File: config.mk
export PLATFORM = sky130hd
export DESIGN_NAME = lps_linkon_ctrl
export DESIGN_NICKNAME = d
export VERILOG_FILES = /design/src/rtl/lps_pkg.sv /design/src/rtl/lps_sync.sv /design/src/rtl/lps_loss_timer.sv /design/src/rtl/lps_linkon_gen.sv /design/src/rtl/lps_linkon_ctrl.sv
export SDC_FILE = /design/constraint.sdc
export NUM_CORES = 1
export LEC_CHECK = 0
export BUFFER_PORTS_ARGS = -buffer_cell sky130_fd_sc_hd__buf_2
export CORE_MARGIN = 2
export CORE_UTILIZATION = 53
export CTS_BUF_LIST = sky130_fd_sc_hd__clkbuf_16
export DETAILED_ROUTE_END_ITERATION = 12
export PLACE_DENSITY = 0.8
export RECOVER_POWER = 25
export SYNTH_ARGS = -nofsm -noshare
export SYNTH_HDL_FRONTEND = slang
export SYNTH_HIERARCHICAL = 1
export SYNTH_SLANG_ARGS = --single-unit
File: constraint.sdc
create_clock -name clk -period 1.8 [get_ports clk]
set_input_delay 0.27 -clock clk [delete_from_list [all_inputs] [get_ports clk]]
set_output_delay 0.27 -clock clk [all_outputs]
set_load 0.1 [all_outputs]
File: src/rtl/lps_pkg.sv
package lps_pkg;

    localparam int unsigned SYNC_STAGES_DEF = 2;
    localparam int unsigned SHORT_CYC_DEF   = 30;
    localparam int unsigned LONG_CYC_DEF    = 615;
    localparam int unsigned LINKON_DIV_DEF  = 4;

    // Register-driven wake: port event, or an interrupt cause with resume enabled
    function automatic logic reg_wake(input logic port_ev,
                                      input logic tmo,
                                      input logic pfail,
                                      input logic lp,
                                      input logic res_int);
        return port_ev | ((tmo | pfail | lp) & res_int);
    endfunction

endpackage

File: src/rtl/lps_sync.sv
module lps_sync #(
    parameter int unsigned STAGES = 2
) (
    input  logic clk,
    input  logic rst_n,
    input  logic d_i,
    output logic q_o
);
    logic [STAGES-1:0] sh_d, sh_q;

    always_comb begin
        sh_d = {sh_q[STAGES-2:0], d_i};
    end

    always_ff @(posedge clk or negedge rst_n) begin
        if (!rst_n) sh_q <= '0;
        else        sh_q <= sh_d;
    end

    assign q_o = sh_q[STAGES-1];
endmodule

File: src/rtl/lps_loss_timer.sv
module lps_loss_timer #(
    parameter int unsigned SHORT_CYC = 30,
    parameter int unsigned LONG_CYC  = 615
) (
    input  logic clk,
    input  logic rst_n,
    input  logic lps_s_i,
    output logic if_reset_o,
    output logic disabled_o
);
    localparam int unsigned CW = $clog2(LONG_CYC + 1);
    localparam logic [CW-1:0] SHORT_V = CW'(SHORT_CYC);
    localparam logic [CW-1:0] LONG_V  = CW'(LONG_CYC);

    typedef struct packed {
        logic [CW-1:0] cnt;
        logic          rst_pulse;
    } tmr_t;

    tmr_t st_d, st_q;

    always_comb begin
        st_d = st_q;
        st_d.rst_pulse = 1'b0;
        if (lps_s_i) begin
            st_d.cnt       = '0;
            st_d.rst_pulse = (st_q.cnt >= SHORT_V) && (st_q.cnt < LONG_V);
        end else if (st_q.cnt != LONG_V) begin
            st_d.cnt = st_q.cnt + 1'b1;
        end
    end

    always_ff @(posedge clk or negedge rst_n) begin
        if (!rst_n) st_q <= '0;
        else        st_q <= st_d;
    end

    assign if_reset_o = st_q.rst_pulse;
    assign disabled_o = (st_q.cnt == LONG_V);


    pulse_single_chk: assert property (@(posedge clk) disable iff (!rst_n)
        if_reset_o |=> !if_reset_o);

    no_pulse_after_disable_chk: assert property (@(posedge clk) disable iff (!rst_n)
        disabled_o |=> !if_reset_o);

    reenable_chk: assert property (@(posedge clk) disable iff (!rst_n)
        lps_s_i |=> !disabled_o);

    cnt_bound_chk: assert property (@(posedge clk) disable iff (!rst_n)
        st_q.cnt <= LONG_V);
endmodule

File: src/rtl/lps_linkon_gen.sv
module lps_linkon_gen
    import lps_pkg::*;
#(
    parameter int unsigned DIV = 4
) (
    input  logic clk,
    input  logic rst_n,
    input  logic lps_s_i,
    input  logic disabled_i,
    input  logic pkt_i,
    input  logic bus_reset_i,
    input  logic port_event_i,
    input  logic timeout_i,
    input  logic pwr_fail_i,
    input  logic loop_i,
    input  logic resume_int_i,
    output logic pin_o
);
    localparam int unsigned DW = (DIV > 2) ? $clog2(DIV) : 1;
    localparam logic [DW-1:0] LAST_V = DW'(DIV - 1);
    localparam logic [DW-1:0] HALF_V = DW'(DIV / 2);

    typedef struct packed {
        logic          active;
        logic          pkt_only;
        logic [DW-1:0] div;
    } lon_t;

    lon_t st_d, st_q;
    logic wake;

    always_comb begin
        wake = reg_wake(port_event_i, timeout_i, pwr_fail_i, loop_i, resume_int_i);
        st_d = st_q;
        if (lps_s_i) begin
            st_d.active   = 1'b0;
            st_d.pkt_only = 1'b0;
        end else if (wake) begin
            st_d.active   = 1'b1;
            st_d.pkt_only = 1'b0;
        end else if (pkt_i && disabled_i) begin
            st_d.active   = 1'b1;
            st_d.pkt_only = !st_q.active || st_q.pkt_only;
        end else if (bus_reset_i && st_q.active && st_q.pkt_only) begin
            st_d.active   = 1'b0;
            st_d.pkt_only = 1'b0;
        end
        if (st_q.active) st_d.div = (st_q.div == LAST_V) ? '0 : st_q.div + 1'b1;
        else             st_d.div = '0;
    end

    always_ff @(posedge clk or negedge rst_n) begin
        if (!rst_n) st_q <= '0;
        else        st_q <= st_d;
    end

    assign pin_o = st_q.active && (st_q.div >= HALF_V);


    stop_on_power_chk: assert property (@(posedge clk) disable iff (!rst_n)
        lps_s_i |=> !pin_o);

    hold_active_chk: assert property (@(posedge clk) disable iff (!rst_n)
        st_q.active && !lps_s_i && !bus_reset_i |=> st_q.active);

    wake_start_chk: assert property (@(posedge clk) disable iff (!rst_n)
        wake && !lps_s_i |=> st_q.active);

    pkt_only_clear_chk: assert property (@(posedge clk) disable iff (!rst_n)
        bus_reset_i && st_q.pkt_only && !wake && !pkt_i && !lps_s_i |=> !st_q.active);

    reg_cause_keep_chk: assert property (@(posedge clk) disable iff (!rst_n)
        st_q.active && !st_q.pkt_only && !lps_s_i |=> st_q.active);
endmodule

File: src/rtl/lps_linkon_ctrl.sv
module lps_linkon_ctrl
    import lps_pkg::*;
#(
    parameter int unsigned SYNC_STAGES = SYNC_STAGES_DEF,
    parameter int unsigned SHORT_CYC   = SHORT_CYC_DEF,
    parameter int unsigned LONG_CYC    = LONG_CYC_DEF,
    parameter int unsigned LINKON_DIV  = LINKON_DIV_DEF
) (
    input  logic clk,
    input  logic rst_n,
    input  logic lps_i,
    input  logic linkon_pkt_i,
    input  logic bus_reset_i,
    input  logic port_event_i,
    input  logic timeout_i,
    input  logic pwr_fail_i,
    input  logic loop_i,
    input  logic resume_int_i,
    input  logic pin_in_i,
    output logic pin_out_o,
    output logic pin_oe_o,
    output logic contender_o,
    output logic if_reset_o,
    output logic if_enable_o
);
    logic lps_s;
    logic disabled;
    logic oe_d, oe_q;
    logic cont_d, cont_q;

    lps_sync #(.STAGES(SYNC_STAGES)) u_sync (
        .clk(clk), .rst_n(rst_n), .d_i(lps_i), .q_o(lps_s)
    );

    lps_loss_timer #(.SHORT_CYC(SHORT_CYC), .LONG_CYC(LONG_CYC)) u_timer (
        .clk(clk), .rst_n(rst_n), .lps_s_i(lps_s),
        .if_reset_o(if_reset_o), .disabled_o(disabled)
    );

    lps_linkon_gen #(.DIV(LINKON_DIV)) u_gen (
        .clk(clk), .rst_n(rst_n), .lps_s_i(lps_s), .disabled_i(disabled),
        .pkt_i(linkon_pkt_i), .bus_reset_i(bus_reset_i),
        .port_event_i(port_event_i), .timeout_i(timeout_i),
        .pwr_fail_i(pwr_fail_i), .loop_i(loop_i),
        .resume_int_i(resume_int_i), .pin_o(pin_out_o)
    );

    // Strap capture while reset is held; pin becomes an output afterwards
    always_comb begin
        oe_d   = 1'b1;
        cont_d = rst_n ? cont_q : pin_in_i;
    end

    always_ff @(posedge clk) begin
        cont_q <= cont_d;
    end

    always_ff @(posedge clk or negedge rst_n) begin
        if (!rst_n) oe_q <= 1'b0;
        else        oe_q <= oe_d;
    end

    assign pin_oe_o    = oe_q;
    assign contender_o = cont_q;
    assign if_enable_o = !disabled;
endmodule

==> metrics.yaml, run 1 <==
status: "complete, no violations"
p_seq_frac: 0.457
row_count: 15
final_common_cell: "dfrtp_1"
grt_max_degree: 19
worst_pin_slew_ns: 0.940
ir_drop_uv: 598
layout_common_cells: "dfrtp_1 (18), buf_2 (13), buf_4 (8), nor2_1 (8)"
grt_antenna_before_repair: 0
place_congestion: 0.798
die_h_um: 46.1
synth_seq_cells: 19
hp-class: "in -> reg"
root_buffer: "clkbuf_16"
die_w_um: 46.1
coreArea_um2: 1690
setup_viol: 0
grt_remaining_overflow: 0
finalPower_uw: 1020
postRouteAntennaNets: 0
fmax_ghz: 0.573
r2r_start: "u_timer/st_q[10]$_DFFE_PN0P_"
dpl.hpwl_mm: 1.28
synth-seq-area-share: 0.513
cp.required_ns: 1.53
fin_nets: 134
cp-start-kind: "flip-flop"
period_minus_slack_ns: 1.74
syn_inst: 90
finalMaxSlewViolations: 0
drc_errors: 0
synth_cell_type_count: 32
grt_pass1_vias: 718
cp.arrival_ns: 1.47
swShare: 0.236
io_pins: 16
cellLeakagePower_uw: 0.000560
vias: 795
intPower_uw: 778
syn_nets: 105
worst_setup_path_end_kind: "primary output"
ys_async_sr_fraction: 0.947
path_max_fanout: 4
min_from: "lps_i"
switching_power_uw: 241
wl_per_cell_um: 15.0
synth-edff-count: 1
clockBufferDepth: 2
rr_worst_depth: 6
yosys_warnings: 6
powerDensity_nw_per_um2: 834
p_clk_frac: 0.441
r2r_slack_ns: 0.11
comb_power_share: 0.103
critPathKind: "reg -> out"
hold_violations: 0
cts_sinks: 19
cts_tree: "built"
r2r_end: "u_gen/st_q[2]$_DFFE_PN0P_"
die_area_um2: 2120
io_buffers: 15
ys.flop_type: "dfrtp_1"
clk_pin_slew_ns: 0.05
area_delta_synth_final_pct: 30.3
first_iter_violations: 29
clk_latency_ns: 0.25
diodes: 0
syn_area_um2: 937
syn_area_per_cell_um2: 10.4
maxCapViolCount: 0
hold_end: "u_sync/sh_q[0]$_DFF_PN0_"
first_pass_iters: 4
numCtsBuffers: 3
grt_pass1_wl_mm: 3.24
whs_path_depth: 1
layout-drive-gt1-share: 0.288
wirelength_mm: 2.02
slew_headroom: 0.373
utilization: 0.723
viasPerCell: 5.89
finalCritPeriodShare: 0.969
fin_worst_skew_ns: 0.00369
htreeDepth: 1
start_util: 0.555
grt_usage: 0.222
power by group through the flow:
stage | registers [uW] | logic [uW] | clock network [uW]
after detailed placement | 473 | 99.0 | 0
after global placement | 472 | 97.1 | 0
after global routing | 468 | 116 | 475
after CTS | 466 | 101 | 454
final | 465 | 104 | 449
after floorplan | 489 | 48.9 | 0
cell type report:
class	instances	area, um2
Tap cell	17	21.3
Clock inverter	1	3.75
Sequential cell	19	480
Clock buffer	3	75.1
Fill cell	127	468
Multi-Input combinational cell	65	464
Inverter	5	18.8
Timing Repair Buffer	25	158
metrics by stage:
stage	area [um2]	hold WS (ns)	setup TNS, ns	setup WS, ns	cells
after floorplan	937	-0.0256	0	0.0353	90
after global placement	1070	0.257	0	0.190	126
final	1220	0.123	0	0.0557	135
after detailed placement	1070	0.254	0	0.0980	126
after CTS	1170	0.123	0	0.000161	132
after global routing	1220	0.123	-0.00346	-0.00346	135
sequential cells by signal, indices dropped and copies added (netlist names):
name                flops
u_gen/st_q              4
pin_oe_o                1
u_sync/sh_q             2
u_timer/if_reset_o      1
contender_o             1
u_timer/st_q           10
layer usage:
layer	track usage	vias up	routed length (um)
met5	0	-	0
met4	0.126	0	36
met3	0.0392	8	97
met2	0.350	31	1030
met1	0.288	380	856
li1	-	376	-
kinds of logic after synthesis:
logic type,share of synthesized area
AND/OR/NAND/NOR,0.231
AO/OA/AOI/OAI,0.142
flip-flops,0.513
buffers and inverters,0.0240
adder cells (fa/ha/maj),0.0534
multiplexers,0.0240
other,0.00400
XOR/XNOR,0.00935
what timing repair did:
item,in CTS,in global routing
cloned,0,0
hold buffers,1,0
buffers inserted,1,3
pin swaps,1,1
setup endpoints to repair,1,3
hold endpoints to repair,18,0
resized for setup,4,5
worst max-delay path by stage:
stage | start | endpoint | slack, ns
floorplan | u_timer/st_q[5]$_DFFE_PN0P_ | if_enable_o | 0.04
detailed placement | u_timer/st_q[1]$_DFFE_PN0P_ | u_timer/if_reset_o$_DFF_PN0_ | 0.1
global route | u_timer/st_q[1]$_DFFE_PN0P_ | if_enable_o | -0.003
CTS | u_timer/st_q[10]$_DFFE_PN0P_ | if_enable_o | 0.0002
finish | u_timer/st_q[10]$_DFFE_PN0P_ | if_enable_o | 0.06
global placement | u_timer/st_q[10]$_DFFE_PN0P_ | if_enable_o | 0.19
worst max-delay path, stage by stage, from the launching register on:
cell and delay [ns]:
dfrtp_1 0.39, or3b_4 0.42, nor3_4 0.15, inv_1 0.09, buf_8 0.18
cells in the mapped netlist, types with 2 or more instances:
cell type / instances / share of area
inv_1: 5 / 0.020
nor2b_1: 3 / 0.020
mux2_1: 2 / 0.024
dfrtp_1: 18 / 0.48
a21oi_1: 6 / 0.032
nor2_1: 8 / 0.032
ha_1: 4 / 0.053
nand3_1: 5 / 0.027
nand2_1: 6 / 0.024
o21a_1: 2 / 0.016
or3_1: 5 / 0.033
a22oi_1: 2 / 0.016
o21ai_0: 5 / 0.027
No activity file was read; power rests on OpenSTA's default activity.
==> run 2: changes to the inputs <==
- SYNTH_HIERARCHICAL: 1 -> not set
==> metrics.yaml, run 2 <==
hp-class: "in -> reg"
intPower_uw: 780  # +0.22%
grt_pass1_vias: 879  # +22%
comb_power_share: 0.097  # -0.006
largest_register_ffs: 10  # unchanged
status: "finished with violations"
regMostFlops: "u_timer.st_q"
synth_seq_cells: 19  # unchanged
diodes: 0  # unchanged
syn_inst: 95  # +5.6%
yosys-top-cells-area: "dfrtp_1 (47%), a21oi_1 (4.2%), ha_1 (3.9%), edfxtp_1 (3.1%), nand3_1 (2.6%)"
numCtsBuffers: 3  # unchanged
yosys_warnings: 0  # -6
finalMaxSlewViolations: 0  # unchanged
coreArea_um2: 1730  # +2.2%
whs_path_depth: 1  # unchanged
fin_worst_skew_ns: 0.00390  # +0.000212 ns
synth_common_cells: "dfrtp_1 (18), a21oi_1 (8), nand2_1 (6)"
violations: "negative setup slack"
min_from: "lps_i"
layout_common_cells: "dfrtp_1 (18), buf_2 (14), buf_4 (12)"
hold_end: "u_sync.sh_q[0]$_DFF_PN0_"
critPathKind: "reg -> out"
die_area_um2: 2180  # +2.7%
p_seq_frac: 0.455  # -0.002
root_buffer: "clkbuf_16"
wirelength_mm: 2.11  # +4.3%
path_buf_inv: 1  # -1
synth_fa_ha_area_frac: 0.0389  # -0.0145
r2r_slack_ns: 0.26  # +0.15 ns
synthMuxAreaShare: 0  # -0.0240
crit_chain: "or3b_4 -> or3_4 -> buf_12"
path_delay_family: "simple AND/OR/NAND/NOR gates"
clk_pin_slew_ns: 0.05  # about the same
cp-start-kind: "flip-flop"
synth_cell_type_count: 35  # +9.4%
crit_cells: 3  # -1
final_common_cell: "dfrtp_1"
ys.flop_type: "dfrtp_1"
area_delta_synth_final_pct: 29.2
drc_errors: 0  # unchanged
cts_sinks: 19  # unchanged
wl_per_cell_um: 14.2  # -5.5%
worst_setup_path_end_kind: "primary output"
r2r_start: "u_timer.st_q[3]$_DFFE_PN0P_"
synth-seq-area-share: 0.498  # -0.0146
top_regs: "u_timer.st_q x10, u_gen.st_q x4, u_sync.sh_q x2"
io_buffers: 15  # unchanged
layout-drive-gt1-share: 0.274  # -0.0139
row_count: 15  # unchanged
worst_pin_slew_ns: 0.935  # -0.00567 ns
clk_latency_ns: 0.25  # about the same
first_iter_violations: 22  # -24%
powerDensity_nw_per_um2: 816  # -2.2%
p_clk_frac: 0.448  # +0.007
synth-edff-count: 1  # unchanged
cpPeakStageDelay_ns: 0.42  # about the same
hold_violations: 0  # unchanged
grt_antenna_before_repair: 0  # unchanged
rsz0062_at_grt: "yes"
fin_nets: 139  # +3.7%
rr_worst_depth: 3  # -3
switching_power_uw: 237  # -1.3%
path_max_fanout: 4  # unchanged
die_h_um: 46.7  # +1.3%
place_congestion: 0.838  # +5.1%
maxCapViolCount: 0  # unchanged
slew_headroom: 0.377  # +0.00378
yosysTopAreaCellShare: 0.467  # -0.0137
syn_area_um2: 965  # +2.9%
whs_ns: 0.123  # +0.000310 ns
yosys.area_share.simple: 0.261  # +0.0297
setup_viol: 1  # +1
postRouteAntennaNets: 0  # unchanged
period_minus_slack_ns: 1.87  # +0.125 ns
place_ws_ns: 0.0973  # -0.000726 ns
ir_drop_uv: 590  # -1.4%
io_pins: 16  # unchanged
syn_nets: 109  # +3.8%
die_w_um: 46.7  # +1.3%
grt_pass1_wl_mm: 3.56  # +9.8%
cp.arrival_ns: 1.60  # +0.13 ns
grt_max_degree: 19  # unchanged
cts_post_setup_buffers_inserted: 0  # -1
first_pass_iters: 4  # unchanged
grt_remaining_overflow: 0  # unchanged
swShare: 0.233  # -0.00282
finalCritPeriodShare: 1.04  # +0.0693
r2r_end: "u_timer.st_q[10]$_DFFE_PN0P_"
worst_slack_ns: -0.0690  # -0.125 ns
syn_area_per_cell_um2: 10.2  # -2.5%
cp.required_ns: 1.53  # about the same
synth_top_area_cell: "dfrtp_1"
dpl.hpwl_mm: 1.47  # +15%
fmax_ghz: 0.535  # -6.7%
htreeDepth: 1  # unchanged
synth_compound_area_frac: 0.153  # +0.0115
start_util: 0.559  # +0.00388
viasPerCell: 5.83  # -0.96%
fillers: 136  # +7.1%
synthXorXnorAreaFrac: 0.00908  # -0.000267
cts_tree: "built"
crit_path_top_delay_cell: "or3b_4"
synth_top_family_by_area: "simple AND/OR/NAND/NOR gates"
grt_usage: 0.233  # +0.0107
cellLeakagePower_uw: 0.000551  # -1.5%
clockBufferDepth: 2  # unchanged
synth.most_common_cell: "dfrtp_1"
vias: 869  # +9.3%
ys_async_sr_fraction: 0.947  # unchanged
-- run 2: changes by cell type in the layout (fill, tap and decap cells not counted), sizes merged, moves of 3 or more --
cell,previous run,this run
buf,22,27
o21ai,6,3
nor2,8,4
nor4,0,3
inv,6,3
-- run 2: cell type report --
type                            count  area (um2)  area share
Clock inverter                      1        5.00     0.00402
Multi-Input combinational cell     69         449       0.360
Inverter                            3        11.3     0.00904
Timing Repair Buffer               29         194       0.156
Tap cell                           25        31.3      0.0251
Clock buffer                        3        75.1      0.0602
Sequential cell                    19         480       0.386
-- run 2: logic make-up after synthesis --
| kind of cell | count (synthesis) |
|---|---|
| adders and majority gates | 3 |
| AOI/OAI and AO/OA | 23 |
| xor gates and xnor gates | 1 |
| DFF | 19 |
| other | 1 |
| and+or+nand+nor | 41 |
| buffers and inverters | 7 |
-- run 2: how the worst max path moves through the flow --
stage / start / end / slack [ns]
global placement: u_timer.st_q[5]$_DFFE_PN0P_ / if_enable_o / 0.13
floorplan: u_timer.st_q[4]$_DFFE_PN0P_ / u_timer.if_reset_o$_DFF_PN0_ / 0.09
finish: u_timer.st_q[5]$_DFFE_PN0P_ / if_enable_o / -0.07
global route: u_timer.st_q[5]$_DFFE_PN0P_ / if_enable_o / -0.1
detailed placement: u_timer.st_q[5]$_DFFE_PN0P_ / if_enable_o / 0.1
CTS: u_timer.st_q[5]$_DFFE_PN0P_ / if_enable_o / -0.07
-- run 2: stage by stage --
stage	setup TNS, ns	instance area (um2)	utilization	total power, uW	cells
CTS	-0.0699	1250	0.724	1030	149
detailed placement	0	1140	0.663	569	144
floorplan	0	965	-	528	95
global placement	0	1140	0.663	566	144
finish	-0.0690	1250	0.722	1020	149
global route	-0.0954	1250	0.722	1050	149
-- run 2: routing by layer --
metal  share of wire  GRT usage  routed length (um)  vias to the layer above
li1                -          -                   -                      414
met1            0.40      0.267                 848                      419
met2            0.53      0.400                1110                       28
met3           0.046     0.0549                  97                        8
met4           0.025      0.122                  52                        0
met5               0          0                   0                        -
-- run 2: power groups by stage --
stage	Combinational [uW]	Sequential, uW	Clock (uW)
after floorplan	38.9	489	0
after global placement	97.6	469	0
after detailed placement	98.8	470	0
after CTS	101	462	464
after global routing	110	465	475
final	98.7	462	456
-- run 2: repair_timing --
item	4_1_cts	5_1_grt
gates resized for setup	4	0
hold endpoints to repair	18	0
endpoints found under the setup margin	1	1
hold buffers	1	0
